## src/rtl/rs_pkg.sv

```systemverilog
// Package: shared types and helpers for the supervisor reset sequencer.
// Assumes: the three asynchronous pins travel together through one synchronizer.
package rs_pkg;

    // Asynchronous pins, grouped so that one synchronizer carries them.
    typedef struct packed {
        logic uv_fall;
        logic uv_rise;
        logic mr_n;
    } rs_pins_t;

    // Inactive pin values: supply good, manual reset released.
    localparam rs_pins_t PINS_IDLE = '{uv_fall: 1'b0, uv_rise: 1'b1, mr_n: 1'b1};

    // Width of a counter that must hold the values 0 .. n-1.
    function automatic int unsigned cnt_bits(input int unsigned n);
        return (n < 2) ? 1 : $clog2(n);
    endfunction

endpackage

```

## src/rtl/rs_sync.sv

```systemverilog
// Module: multi-stage synchronizer for a bus of independent asynchronous bits.
// Assumes: each bit is a slow level, so bits may be skewed by one clock
// relative to each other. STAGES >= 1.
module rs_sync #(
    parameter int unsigned W      = 3,
    parameter int unsigned STAGES = 2,
    parameter logic [W-1:0] RST_VAL = '0
) (
    input  logic         clk,
    input  logic         rst_n,
    input  logic [W-1:0] d,
    output logic [W-1:0] q
);
    logic [W-1:0] stg [STAGES];

    genvar gi;
    generate
        for (gi = 0; gi < STAGES; gi++) begin : g_stage
            if (gi == 0) begin : g_first
                // Purpose: capture the raw pins.
                always_ff @(posedge clk) begin
                    if (!rst_n) stg[gi] <= RST_VAL;
                    else        stg[gi] <= d;
                end
            end else begin : g_next
                // Purpose: pass the value along the metastability chain.
                always_ff @(posedge clk) begin
                    if (!rst_n) stg[gi] <= RST_VAL;
                    else        stg[gi] <= stg[gi-1];
                end
            end
        end
    endgenerate

    assign q = stg[STAGES-1];
endmodule

```

## src/rtl/rs_glitch_filter.sv

```systemverilog
// Module: persistence filter. The output goes high once the input has been
// high at LEN consecutive edges, and drops on the first edge that sees the
// input low.
// Assumes: the input is already synchronous. LEN >= 1.
module rs_glitch_filter
    import rs_pkg::*;
#(
    parameter int unsigned LEN = 20
) (
    input  logic clk,
    input  logic rst_n,
    input  logic raw_req,
    output logic req_q
);
    localparam int unsigned CW = cnt_bits(LEN);
    localparam logic [CW-1:0] LAST = CW'(LEN - 1);

    logic [CW-1:0] cnt;

    // Purpose: count consecutive active edges and raise the request at LEN.
    always_ff @(posedge clk) begin
        if (!rst_n) begin
            cnt   <= '0;
            req_q <= 1'b0;
        end else if (!raw_req) begin
            cnt   <= '0;
            req_q <= 1'b0;
        end else if (!req_q) begin
            if (cnt == LAST) req_q <= 1'b1;
            else             cnt   <= cnt + 1'b1;
        end
    end
endmodule

```

## src/rtl/rs_supply_monitor.sv

```systemverilog
// Module: undervoltage qualifier with two-flag hysteresis. A fall indication
// must persist for LEN consecutive edges before it is accepted. Once
// accepted, it holds until the rise flag reports recovery.
// Assumes: both flags are synchronous. LEN >= 1.
module rs_supply_monitor
    import rs_pkg::*;
#(
    parameter int unsigned LEN = 4000
) (
    input  logic clk,
    input  logic rst_n,
    input  logic fall_s,
    input  logic rise_s,
    output logic under_q
);
    localparam int unsigned CW = cnt_bits(LEN);
    localparam logic [CW-1:0] LAST = CW'(LEN - 1);

    logic [CW-1:0] cnt;
    logic          recovered;

    // Recovery needs the upper flag set and the lower flag clear.
    assign recovered = rise_s && !fall_s;

    // Purpose: qualify dips by persistence and hold until recovery.
    always_ff @(posedge clk) begin
        if (!rst_n) begin
            cnt     <= '0;
            under_q <= 1'b0;
        end else if (under_q) begin
            cnt <= '0;
            if (recovered) under_q <= 1'b0;
        end else if (!fall_s) begin
            cnt <= '0;
        end else if (cnt == LAST) begin
            under_q <= 1'b1;
        end else begin
            cnt <= cnt + 1'b1;
        end
    end
endmodule

```

## src/rtl/rs_timeout.sv

```systemverilog
// Module: reset hold timer. While restart is high it is held active with a
// cleared count. Otherwise it counts ticks and deactivates on the tick that
// brings the count to the limit. A limit of 0 acts as 1.
// Assumes: tick is a one-clock synchronous pulse. After reset it starts
// active, which gives the power-on timeout.
module rs_timeout #(
    parameter int unsigned TW = 16
) (
    input  logic          clk,
    input  logic          rst_n,
    input  logic          restart,
    input  logic          tick,
    input  logic [TW-1:0] limit,
    output logic          active_q
);
    logic [TW-1:0] cnt;
    logic [TW:0]   cnt_inc;
    logic          reached;

    assign cnt_inc = {1'b0, cnt} + 1'b1;
    assign reached = cnt_inc >= {1'b0, limit};

    // Purpose: hold, count ticks, and release at the programmed length.
    always_ff @(posedge clk) begin
        if (!rst_n) begin
            active_q <= 1'b1;
            cnt      <= '0;
        end else if (restart) begin
            active_q <= 1'b1;
            cnt      <= '0;
        end else if (active_q && tick) begin
            if (reached) begin
                active_q <= 1'b0;
                cnt      <= '0;
            end else begin
                cnt <= cnt_inc[TW-1:0];
            end
        end
    end
endmodule

```

## src/rtl/supervisor_reset_seq.sv

```systemverilog
// Module: top of the supervisor reset sequencer. It synchronizes the pins,
// filters the manual reset, qualifies the supply, and drives one
// active-low reset that is stretched by a tick-counted timeout.
// Assumes: tick_i and wdt_fault_i are synchronous to clk. The other inputs
// are asynchronous levels.
module supervisor_reset_seq
    import rs_pkg::*;
#(
    parameter int unsigned TMO_W       = 16,
    parameter int unsigned SUP_FILT    = 4000,
    parameter int unsigned MR_FILT     = 20,
    parameter int unsigned SYNC_STAGES = 2
) (
    input  logic             clk,
    input  logic             rst_n,
    input  logic             tick_i,
    input  logic [TMO_W-1:0] tmo_limit_i,
    input  logic             uv_fall_i,
    input  logic             uv_rise_i,
    input  logic             mr_n_i,
    input  logic             wdt_fault_i,
    output logic             rst_out_n
);
    rs_pins_t pins_raw;
    rs_pins_t pins_s;
    logic     uv_fall_s;
    logic     uv_rise_s;
    logic     mr_low_s;
    logic     mr_req;
    logic     sup_under;
    logic     req_level;
    logic     hold_active;

    assign pins_raw = '{uv_fall: uv_fall_i, uv_rise: uv_rise_i, mr_n: mr_n_i};

    rs_sync #(
        .W      (3),
        .STAGES (SYNC_STAGES),
        .RST_VAL(PINS_IDLE)
    ) u_sync (
        .clk  (clk),
        .rst_n(rst_n),
        .d    (pins_raw),
        .q    (pins_s)
    );

    assign uv_fall_s = pins_s.uv_fall;
    assign uv_rise_s = pins_s.uv_rise;
    assign mr_low_s  = !pins_s.mr_n;

    rs_glitch_filter #(.LEN(MR_FILT)) u_mr_filt (
        .clk    (clk),
        .rst_n  (rst_n),
        .raw_req(mr_low_s),
        .req_q  (mr_req)
    );

    rs_supply_monitor #(.LEN(SUP_FILT)) u_supply (
        .clk    (clk),
        .rst_n  (rst_n),
        .fall_s (uv_fall_s),
        .rise_s (uv_rise_s),
        .under_q(sup_under)
    );

    assign req_level = mr_req || sup_under;

    rs_timeout #(.TW(TMO_W)) u_timeout (
        .clk     (clk),
        .rst_n   (rst_n),
        .restart (req_level || wdt_fault_i),
        .tick    (tick_i),
        .limit   (tmo_limit_i),
        .active_q(hold_active)
    );

    assign rst_out_n = !hold_active;
endmodule

```

## config.mk

```make
export PLATFORM = sky130hd
export DESIGN_NAME = supervisor_reset_seq
export DESIGN_NICKNAME = d
export VERILOG_FILES = /design/src/rtl/rs_pkg.sv /design/src/rtl/rs_sync.sv /design/src/rtl/rs_glitch_filter.sv /design/src/rtl/rs_supply_monitor.sv /design/src/rtl/rs_timeout.sv /design/src/rtl/supervisor_reset_seq.sv
export SDC_FILE = /design/constraint.sdc
export NUM_CORES = 1
export LEC_CHECK = 0
export CORE_ASPECT_RATIO = 1.25
export CORE_UTILIZATION = 50
export DETAILED_ROUTE_END_ITERATION = 8
export HOLD_SLACK_MARGIN = 0.03
export PLACE_DENSITY_LB_ADDON = 0.08
export SYNTH_ARGS = -nofsm -noshare
export SYNTH_HDL_FRONTEND = slang
export SYNTH_SLANG_ARGS = --single-unit
```

## constraint.sdc

```tcl
create_clock -name clk -period 5.25 [get_ports clk]
set_input_delay 1.05 -clock clk [delete_from_list [all_inputs] [get_ports clk]]
set_output_delay 1.05 -clock clk [all_outputs]
set_load 0.03 [all_outputs]
```

# --- Word-level counts from Yosys, hierarchy flattened ---
# Memories as Yosys holds them, arrays and structs flattened.
# Cells that the tools add are included.
classes:
  n_bitwise: 6
  n_lt_le_gt_ge: 1
  n_reduce_logical: 11
  n_addsub: 3
  eq_ne: 2
  muxes: 11
ops:
  columns: ["operator", "count"]
  rows:
  - ["$add 16x1->17 const B", 1]
  - ["$ge 17x16->1", 1]
  - ["$mux 16", 1]
  - ["$add 12x1->12 const B", 1]
  - ["$eq 12x12->1 const B", 1]
  - ["$mux 1", 8]
  - ["$mux 3", 2]
  - ["$add 5x1->5 const B", 1]
  - ["$eq 5x5->1 const B", 1]
  - ["$not 1->1", 4]
  - ["$reduce_and 2->1", 2]
  - ["$reduce_or 2->1", 2]
  - ["$reduce_or 3->1", 1]
  - ["$logic_and 1x1->1", 2]
  - ["$logic_not 1->1", 2]
  - ["$logic_or 1x1->1", 2]
  - ["$or 1x1->1", 2]
word_totals:
  mem_count: 1
  ram_bits: 6
  input_bits: 23
  out_inout_bits: 1
  ff_bits: 36
mem_list:
  columns: ["name", "words", "word_bits", "rd", "rd_ports_with_merged_regs", "write_ports", "line", "source"]
  rows:
  - ["u_sync.stg", 2, 3, 2, 0, 2, "rs_sync.sv:14", "logic [W-1:0] stg [STAGES];"]

# --- Longest topological paths before layout ---
# Gate-level depths: netlist of the first run.
depth:
  depth_word: 4
  depth_mapped: 13

# --- By module ---
# Synthesis of the first run repeated with hierarchy kept, for this count alone.
unflattened:
  cells_unflattened: 301
  area_unflattened_um2: 2547.4
modules_own_cells:
  columns: ["mod", "cells_per_inst", "n_inst", "area_per_inst_um2", "seq_area_each_um2"]
  rows:
  - ["rs_timeout", 192, 1, 1520.2, 340.3]
  - ["rs_supply_monitor", 67, 1, 599.3, 260.2]
  - ["rs_glitch_filter", 27, 1, 256.5, 120.1]
  - ["rs_sync", 12, 1, 157.7, 120.1]
  - ["supervisor_reset_seq", 3, 1, 13.8, 0.0]

# --- Worst setup path after synthesis of the first run ---
# OpenSTA, ideal clock, no wires.
synth_timing:
  path_type: "reg-to-reg"
  startpoint: "register u_timeout.cnt[0]"
  endpoint: "register u_timeout.cnt[3]"
  setup_ns: 0.074
  setup_slack_ns: 2.391
  t_arrival_ns: 2.785
  stages_incl_launch_ff: 14
  t_required_ns: 5.176
  n_path_buf: 1
  cell_sequence: "dfxtp_1 ha_1 nand3_1 nor2_2 nand3_1 xnor2_1 ha_1 nand4_2 nor2_1 a211o_1 a211oi_4 buf_6 nand3_1 a31oi_1"
synth_between:
  elab_chain_cells: 3
synth_lines:
  columns: ["element", "line", "source"]
  rows:
  - ["start, declared", "rs_timeout.sv:16", "logic [TW-1:0] cnt;"]
  - ["start signal, assigned", "rs_timeout.sv:36", "cnt <= cnt_inc[TW-1:0];"]
  - ["$add 16x1->17 *", "rs_timeout.sv:20", "assign cnt_inc = {1'b0, cnt} + 1'b1;"]
  - ["$ge 17x16->1", "rs_timeout.sv:21", "assign reached = cnt_inc >= {1'b0, limit};"]
  - ["$mux 16 *", "rs_timeout.sv:32", "if (reached) begin"]
# Mark *: on every way between the ends. The rest lies on a longest branch, timed or not.
# A chain may end at the register's enable or synchronous reset.

# --- Worst setup path after layout of the first run ---
layout_timing:
  startpoint: "register u_timeout.cnt[0]"
  endpoint: "register u_timeout.cnt[8]"
# Same word-level chain as after synthesis.

==> results.py, run 1 <==
metrics = {
    "floorplanning": {
        "die_x_microns": 63.9,
        "die_height_microns": 79.4,
        "die-area_sq_um": 5080,
        "fp.coreArea_sq_um": 4490,
        "rows": 27,
        "initial_utilization_pct": 53.4,
        "io_pins": 24,
    },
    "synth": {
        "yosysSeqAreaShare_pct": 35.1,
        "synthFlopType": "dfxtp_1",
        "syn_area_sq_um": 2400,
        "postSynthRegisterBits": 42,
        "yosysUniqueCellTypes": 39,
        "yosys.area.top_type_share_pct": 35.1,
        "avgSynthCellArea_sq_um": 8.04,
        "synthCells": 298,
        "synth.net_count": 340,
        "synth_edf_count": 0,
        "yosysWarnings": 0,
        "ys_async_sr_fraction_pct": 0,
        "synth_area_leaders": "dfxtp_1 35%, ha_1 9.9%, nand2_1 6.3%",
        "synth_top_cell_by_area": "dfxtp_1",
    },
    "timing": {
        "setup_violations": 0,
        "finalMaxSlewViolations": 0,
        "period_share_pct": 69.8,
        "min_period_ps": 3660,
        "maxSlewHeadroom_pct": 44.5,
        "rsz0062_at_grt": "false",
        "timing.fmax_ghz": 0.273,
        "worst_pin_slew_ps": 830,
        "fin_skew_ps": 10.9,
        "hold_viol": 0,
        "setup_tns_ps": 0,
    },
    "layout": {
        "drive_above_1_share_pct": 5.31,
        "antenna_cells": 0,
        "final_net_count": 361,
        "areaGrowthSynthToFinish_pct": 14.7,
        "final_area_sq_um": 2750,
    },
    "routing": {
        "drtPass1Iterations": 4,
        "route.vias.total": 2010,
        "routedWlPerCell_microns": 11.7,
        "finalWirelength_microns": 4410,
        "vias_per_cell": 5.32,
        "ant_nets": 0,
        "drt-initial-drc-count": 77,
        "drc": 0,
    },
    "placement": {
        "dpl.hpwl_microns": 3200,
        "place_congestion": 0.765,
        "placed_cell_area_sq_um": 2640,
        "port_buffers": 23,
    },
    "worst_setup_path": {
        "path_cells": "ha_1, nand3_1, nor2_2, nand3_1, xnor2_1, ha_1, nand4_2, nor2_1, a211o_1, a211oi_4, o21ai_0, a21oi_1",
        "crit_fanout": 21,
        "reg2reg_depth": 12,
        "setup.worst_path.end_class": "register",
        "arrival_ps": 3890,
        "start_kind": "register",
        "crit_slowest_cell": "a211oi_4",
        "max_stage_delay_ps": 730,
        "critPathRequiredTime_ps": 5470,
        "crit_type": "register to register",
    },
    "power_and_ir_drop": {
        "peakVddDrop_v": 0.000225,
        "finalPower_uw": 613,
        "leakagePower_nw": 1.12,
        "power.density_nw_per_um2": 223,
    },
    "global_route": {
        "track_usage_pct": 19.1,
        "grt_max_degree": 26,
        "antenna_found_initial": 0,
        "grt_pass1_wl_microns": 7650,
        "grt.overflow.total": 0,
        "grt_pass1_vias": 1795,
    },
    "job": {
        "cap_violations": 0,
    },
    "clock_network": {
        "cts.sinks": 42,
        "ctsLongestPathBuffers": 2,
        "cts_setup_buffers": 0,
        "ctsResizeCount": 0,
        "tritoncts": "built",
        "cts_root_buf": "clkbuf_8",
        "htree_levels": 2,
        "clk_pin_slew_ps": 80,
        "cts_made_buffers": 5,
        "worstSkewPairLatency_ps": 290,
        "cts_hold_buf": 0,
    },
    "min_path": {
        "hold_depth": 1,
        "min_path_type": "register to register",
    },
    "outcome": {
        "outcome": "finished clean",
    },
}
[state kept, by name, indices dropped and copies added (netlist names)]
name                count
u_sync.stg              6
u_timeout.active_q      1
u_timeout.cnt          16
u_supply.cnt           12
u_mr_filt.cnt           5
u_supply.under_q        1
u_mr_filt.req_q         1
[where the power goes]
group / internal (mW) / total (mW) / switching, mW / leakage, nW
registers: 0.321 / 0.323 / 0.00153 / 0.340
clock network: 0.140 / 0.248 / 0.108 / 0.0579
logic: 0.0224 / 0.0419 / 0.0195 / 0.719
total: 0.484 / 0.613 / 0.129 / 1.12
[final timing paths]
path,start,to,slack (ps)
setup / recovery,u_timeout.cnt[0]$_SDFFE_PP0P_,u_timeout.cnt[8]$_SDFFE_PP0P_,1590
setup reg to reg,u_timeout.cnt[0]$_SDFFE_PP0P_,u_timeout.cnt[8]$_SDFFE_PP0P_,1590
hold reg to reg,u_sync.stg[0][0]$_SDFF_PN1_,u_sync.stg[1][0]$_SDFF_PN1_,410
hold / removal,u_sync.stg[0][0]$_SDFF_PN1_,u_sync.stg[1][0]$_SDFF_PN1_,410
[area by class of cell]
cell class	instances	area (sq um)
fillers	427	1740
multi-input cells	227	1420
flip-flops and latches	42	841
repair buffers	23	230
inverters	20	75.1
well taps	58	72.6
clock buffers	5	68.8
clock inverters	3	40.0
[cell families (layout without fill, tap and decap cells)]
logic type	count (synthesis)	after routing	share of synthesized area [%]
adders and majority gates	19	19	9.92
muxes	2	2	0.835
xor gates and xnor gates	23	23	8.40
AOI/OAI and AO/OA	41	41	10.0
and+or+nand+nor	142	142	30.2
DFF	42	42	35.1
buffers and inverters	29	51	5.58
[synth_stat cells, drive strengths merged (2+ instances only)]
cell type,number
buf,5
nand4,8
ha,19
a31oi,4
dfxtp,42
xor2,11
a21oi,19
nand3,22
nor2,28
clkbuf,4
inv,20
and2,4
nor3,9
nand3b,2
mux2i,2
and3,8
nand2b,6
xnor2,12
or3,3
nor4,5
nor2b,2
o21ai,13
nand2,40
[worst max-delay path, delay by kind of cell, from the launching register on]
family                     cells  cell delay [ps]
AOI/OAI and AO/OA              4             1460
and+or+nand+nor                5              960
adders and majority gates      2              570
DFF                            1              420
xor gates and xnor gates       1              170
[layer usage]
layer,vias up,track usage (%),part of all wire (%),routed length [microns]
met5,-,0,0,0
met4,0,7.50,1.7,74
met3,7,4.00,3.9,173
met2,46,32.9,47,2080
met1,890,23.1,47,2080
li1,1067,-,-,-
[cells in the final DEF (no fill, tap or decap), types with 2 or more instances in the layout]
master and count:
o21ai_0 13, nor3_2 2, nand3_1 22, xor2_1 11, nor3_1 7, ha_1 19, a31oi_1 4, nor2b_1 2
or3_1 3, and2_1 3, nand3b_1 2, dfxtp_1 42, clkinv_2 2, xnor2_1 12, nand4_1 7, inv_1 20
and3_1 7, nand2_1 40, nor2_1 27, nand2b_1 6, mux2i_1 2, nor4_1 5, clkdlybuf4s50_1 23, a21oi_1 19
clkbuf_8 5
[stage by stage]
stage	cells	setup slack (ps)	util, %	hold WS [ps]
3_3_place_gp	370	1650	58.8	389
2_1_floorplan	298	2390	-	386
3_5_place_dp	370	1610	58.8	395
6_report	378	1590	61.2	410
4_1_cts	378	1600	61.2	413
5_1_grt	378	1280	61.2	428
Note: power is estimated with default switching activity, not from simulation.
==> run 2: changes to the inputs <==
- clock period: 5.25 -> 3.05 ns (I/O delays scaled with it)
==> results.py, run 2 (synthesized netlist as in run 1, its figures left out) <==
metrics = {
    "routing": {
        "ant_nets": 0,
        "finalWirelength_microns": 4840,
        "route.vias.total": 2077,
        "drc": 0,
        "routedWlPerCell_microns": 12.4,
        "vias_per_cell": 5.31,
        "drt-initial-drc-count": 58,
        "drtPass1Iterations": 4,
    },
    "timing": {
        "hold_viol": 0,
        "setup_violations": 0,
        "worst_pin_slew_ps": 828,
        "rsz0062_at_grt": "true",
        "fin_ws_ps": 74.9,
        "finalMaxSlewViolations": 0,
        "maxSlewHeadroom_pct": 44.7,
        "period_share_pct": 97.5,
        "fin_skew_ps": 11.9,
        "min_period_ps": 2980,
        "timing.fmax_ghz": 0.336,
        "setup_tns_ps": 0,
        "hold-worst-slack_ps": 412,
    },
    "min_path": {
        "hold_depth": 1,
        "worstHoldEndpoint": "u_sync.stg[1][0]$_SDFF_PN1_",
        "min_from": "u_sync.stg[0][0]$_SDFF_PN1_",
        "min_path_type": "register to register",
    },
    "global_route": {
        "track_usage_pct": 19.7,
        "grt.overflow.total": 0,
        "antenna_found_initial": 0,
        "grt_pass1_vias": 1884,
        "grt_pass1_wl_microns": 7890,
        "grt_max_degree": 26,
    },
    "floorplanning": {
        "die_height_microns": 79.4,
        "die-area_sq_um": 5080,
        "rows": 27,
        "die_x_microns": 63.9,
        "fp.coreArea_sq_um": 4490,
        "io_pins": 24,
        "initial_utilization_pct": 53.4,
    },
    "clock_network": {
        "cts_root_buf": "clkbuf_8",
        "cts_made_buffers": 5,
        "cts_hold_buf": 0,
        "cts.sinks": 42,
        "htree_levels": 2,
        "tritoncts": "built",
        "clk_pin_slew_ps": 90,
        "worstSkewPairLatency_ps": 290,
        "ctsLongestPathBuffers": 2,
    },
    "layout": {
        "final_net_count": 374,
        "final_common_cell": "nand2_1",
        "largest_reg_flops": 16,
        "utilization_pct": 65.8,
        "top_regs": "u_timeout.cnt: 16 flops, u_supply.cnt: 12 flops, u_sync.stg: 6 flops",
        "largest_register": "u_timeout.cnt",
        "drive_above_1_share_pct": 13.5,
        "final_area_sq_um": 2960,
        "layout_common_cells": "40 x nand2_1, 35 x dfxtp_1, 26 x nor2_1, 23 x clkdlybuf4s50_1",
        "layout.cells.non_filler": 391,
        "multi_input_area_sq_um": 1480,
        "antenna_cells": 0,
        "areaGrowthSynthToFinish_pct": 23.3,
        "fillers": 393,
        "seq_area_sq_um": 855,
    },
    "placement": {
        "place_ws_ps": 45.1,
        "placed_cell_area_sq_um": 2710,
        "place_congestion": 0.836,
        "dpl.hpwl_microns": 3350,
        "dpl.cell_count": 378,
        "port_buffers": 23,
    },
    "worst_setup_path": {
        "critPathRequiredTime_ps": 3270,
        "worst_r2r_endpoint": "u_timeout.cnt[2]$_SDFFE_PP0P_",
        "reg2reg_depth": 14,
        "crit_type": "register to register",
        "setup.worst_path.end_class": "register",
        "arrival_ps": 3200,
        "r2r_slack_ps": 70,
        "crit_fanout": 6,
        "start_kind": "register",
        "timing.rr.start": "u_timeout.cnt[0]$_SDFFE_PP0P_",
    },
    "job": {
        "cap_violations": 0,
    },
    "power_and_ir_drop": {
        "finalPower_mw": 1.00,
        "leakagePower_nw": 1.23,
        "peakVddDrop_v": 0.000325,
        "power.density_nw_per_um2": 339,
    },
    "outcome": {
        "outcome": "finished clean",
    },
}
## run 2: changes by cell type in the layout (fill, tap and decap cells not counted), moves of 2 or more
cell	previous run	this run
buf_4	0	10
dfxtp_1	42	35
dfxtp_2	0	5
clkbuf_16	0	2
dfxtp_4	0	2
nand3_1	22	20
nand3_2	0	2
xnor2_1	12	10
xnor2_2	0	2
## run 2: layout make-up
cell class              instances  share of cell area, %
well taps                      58                   2.45
clock inverters                 2                  0.423
repair buffers                 36                   12.7
multi-input cells             227                   50.2
clock buffers                   6                   2.79
inverters                      20                   2.54
flip-flops and latches         42                   28.9
## run 2: worst max-delay path, stage by stage (launching register included)
cell and delay (ps):
dfxtp_4 390, ha_4 160, nand3_2 110, buf_4 180, nor2_1 130, xor2_1 200
ha_1 290, a21oi_2 160, o21ai_0 90, a221o_1 390, a211oi_4 240, buf_4 160
buf_12 100, nand4b_1 110, a31oi_1 190
## run 2: how the worst max path moves through the flow
stage / start / to / slack, ps
6_report: u_timeout.cnt[0]$_SDFFE_PP0P_ / u_timeout.cnt[2]$_SDFFE_PP0P_ / 70
5_1_grt: u_timeout.cnt[7]$_SDFFE_PP0P_ / u_timeout.cnt[2]$_SDFFE_PP0P_ / -120
4_1_cts: u_timeout.cnt[0]$_SDFFE_PP0P_ / u_timeout.cnt[2]$_SDFFE_PP0P_ / 30
3_5_place_dp: u_timeout.cnt[0]$_SDFFE_PP0P_ / u_timeout.cnt[2]$_SDFFE_PP0P_ / 50
2_1_floorplan: u_timeout.cnt[0]$_SDFFE_PP0P_ / u_timeout.cnt[3]$_SDFFE_PP0P_ / 190
3_3_place_gp: u_timeout.cnt[2]$_SDFFE_PP0P_ / u_timeout.cnt[2]$_SDFFE_PP0P_ / 110
## run 2: repair_timing
item,CTS,global route
endpoints found under the setup margin,0,17
buffers inserted,0,3
resized for setup,0,21
## run 2: report_power, final
part | switching (mW) | internal [mW]
Sequential | 0.00297 | 0.552
Clock | 0.188 | 0.182
Combinational | 0.0359 | 0.0413
Total | 0.227 | 0.775
## run 2: layer usage
metal / up-vias / wire length [microns] / track usage [%]
met5: - / 0 / 0
met3: 6 / 183 / 3.86
met1: 927 / 2230 / 22.7
met2: 47 / 2350 / 34.9
li1: 1097 / - / -
met4: 0 / 67 / 8.64
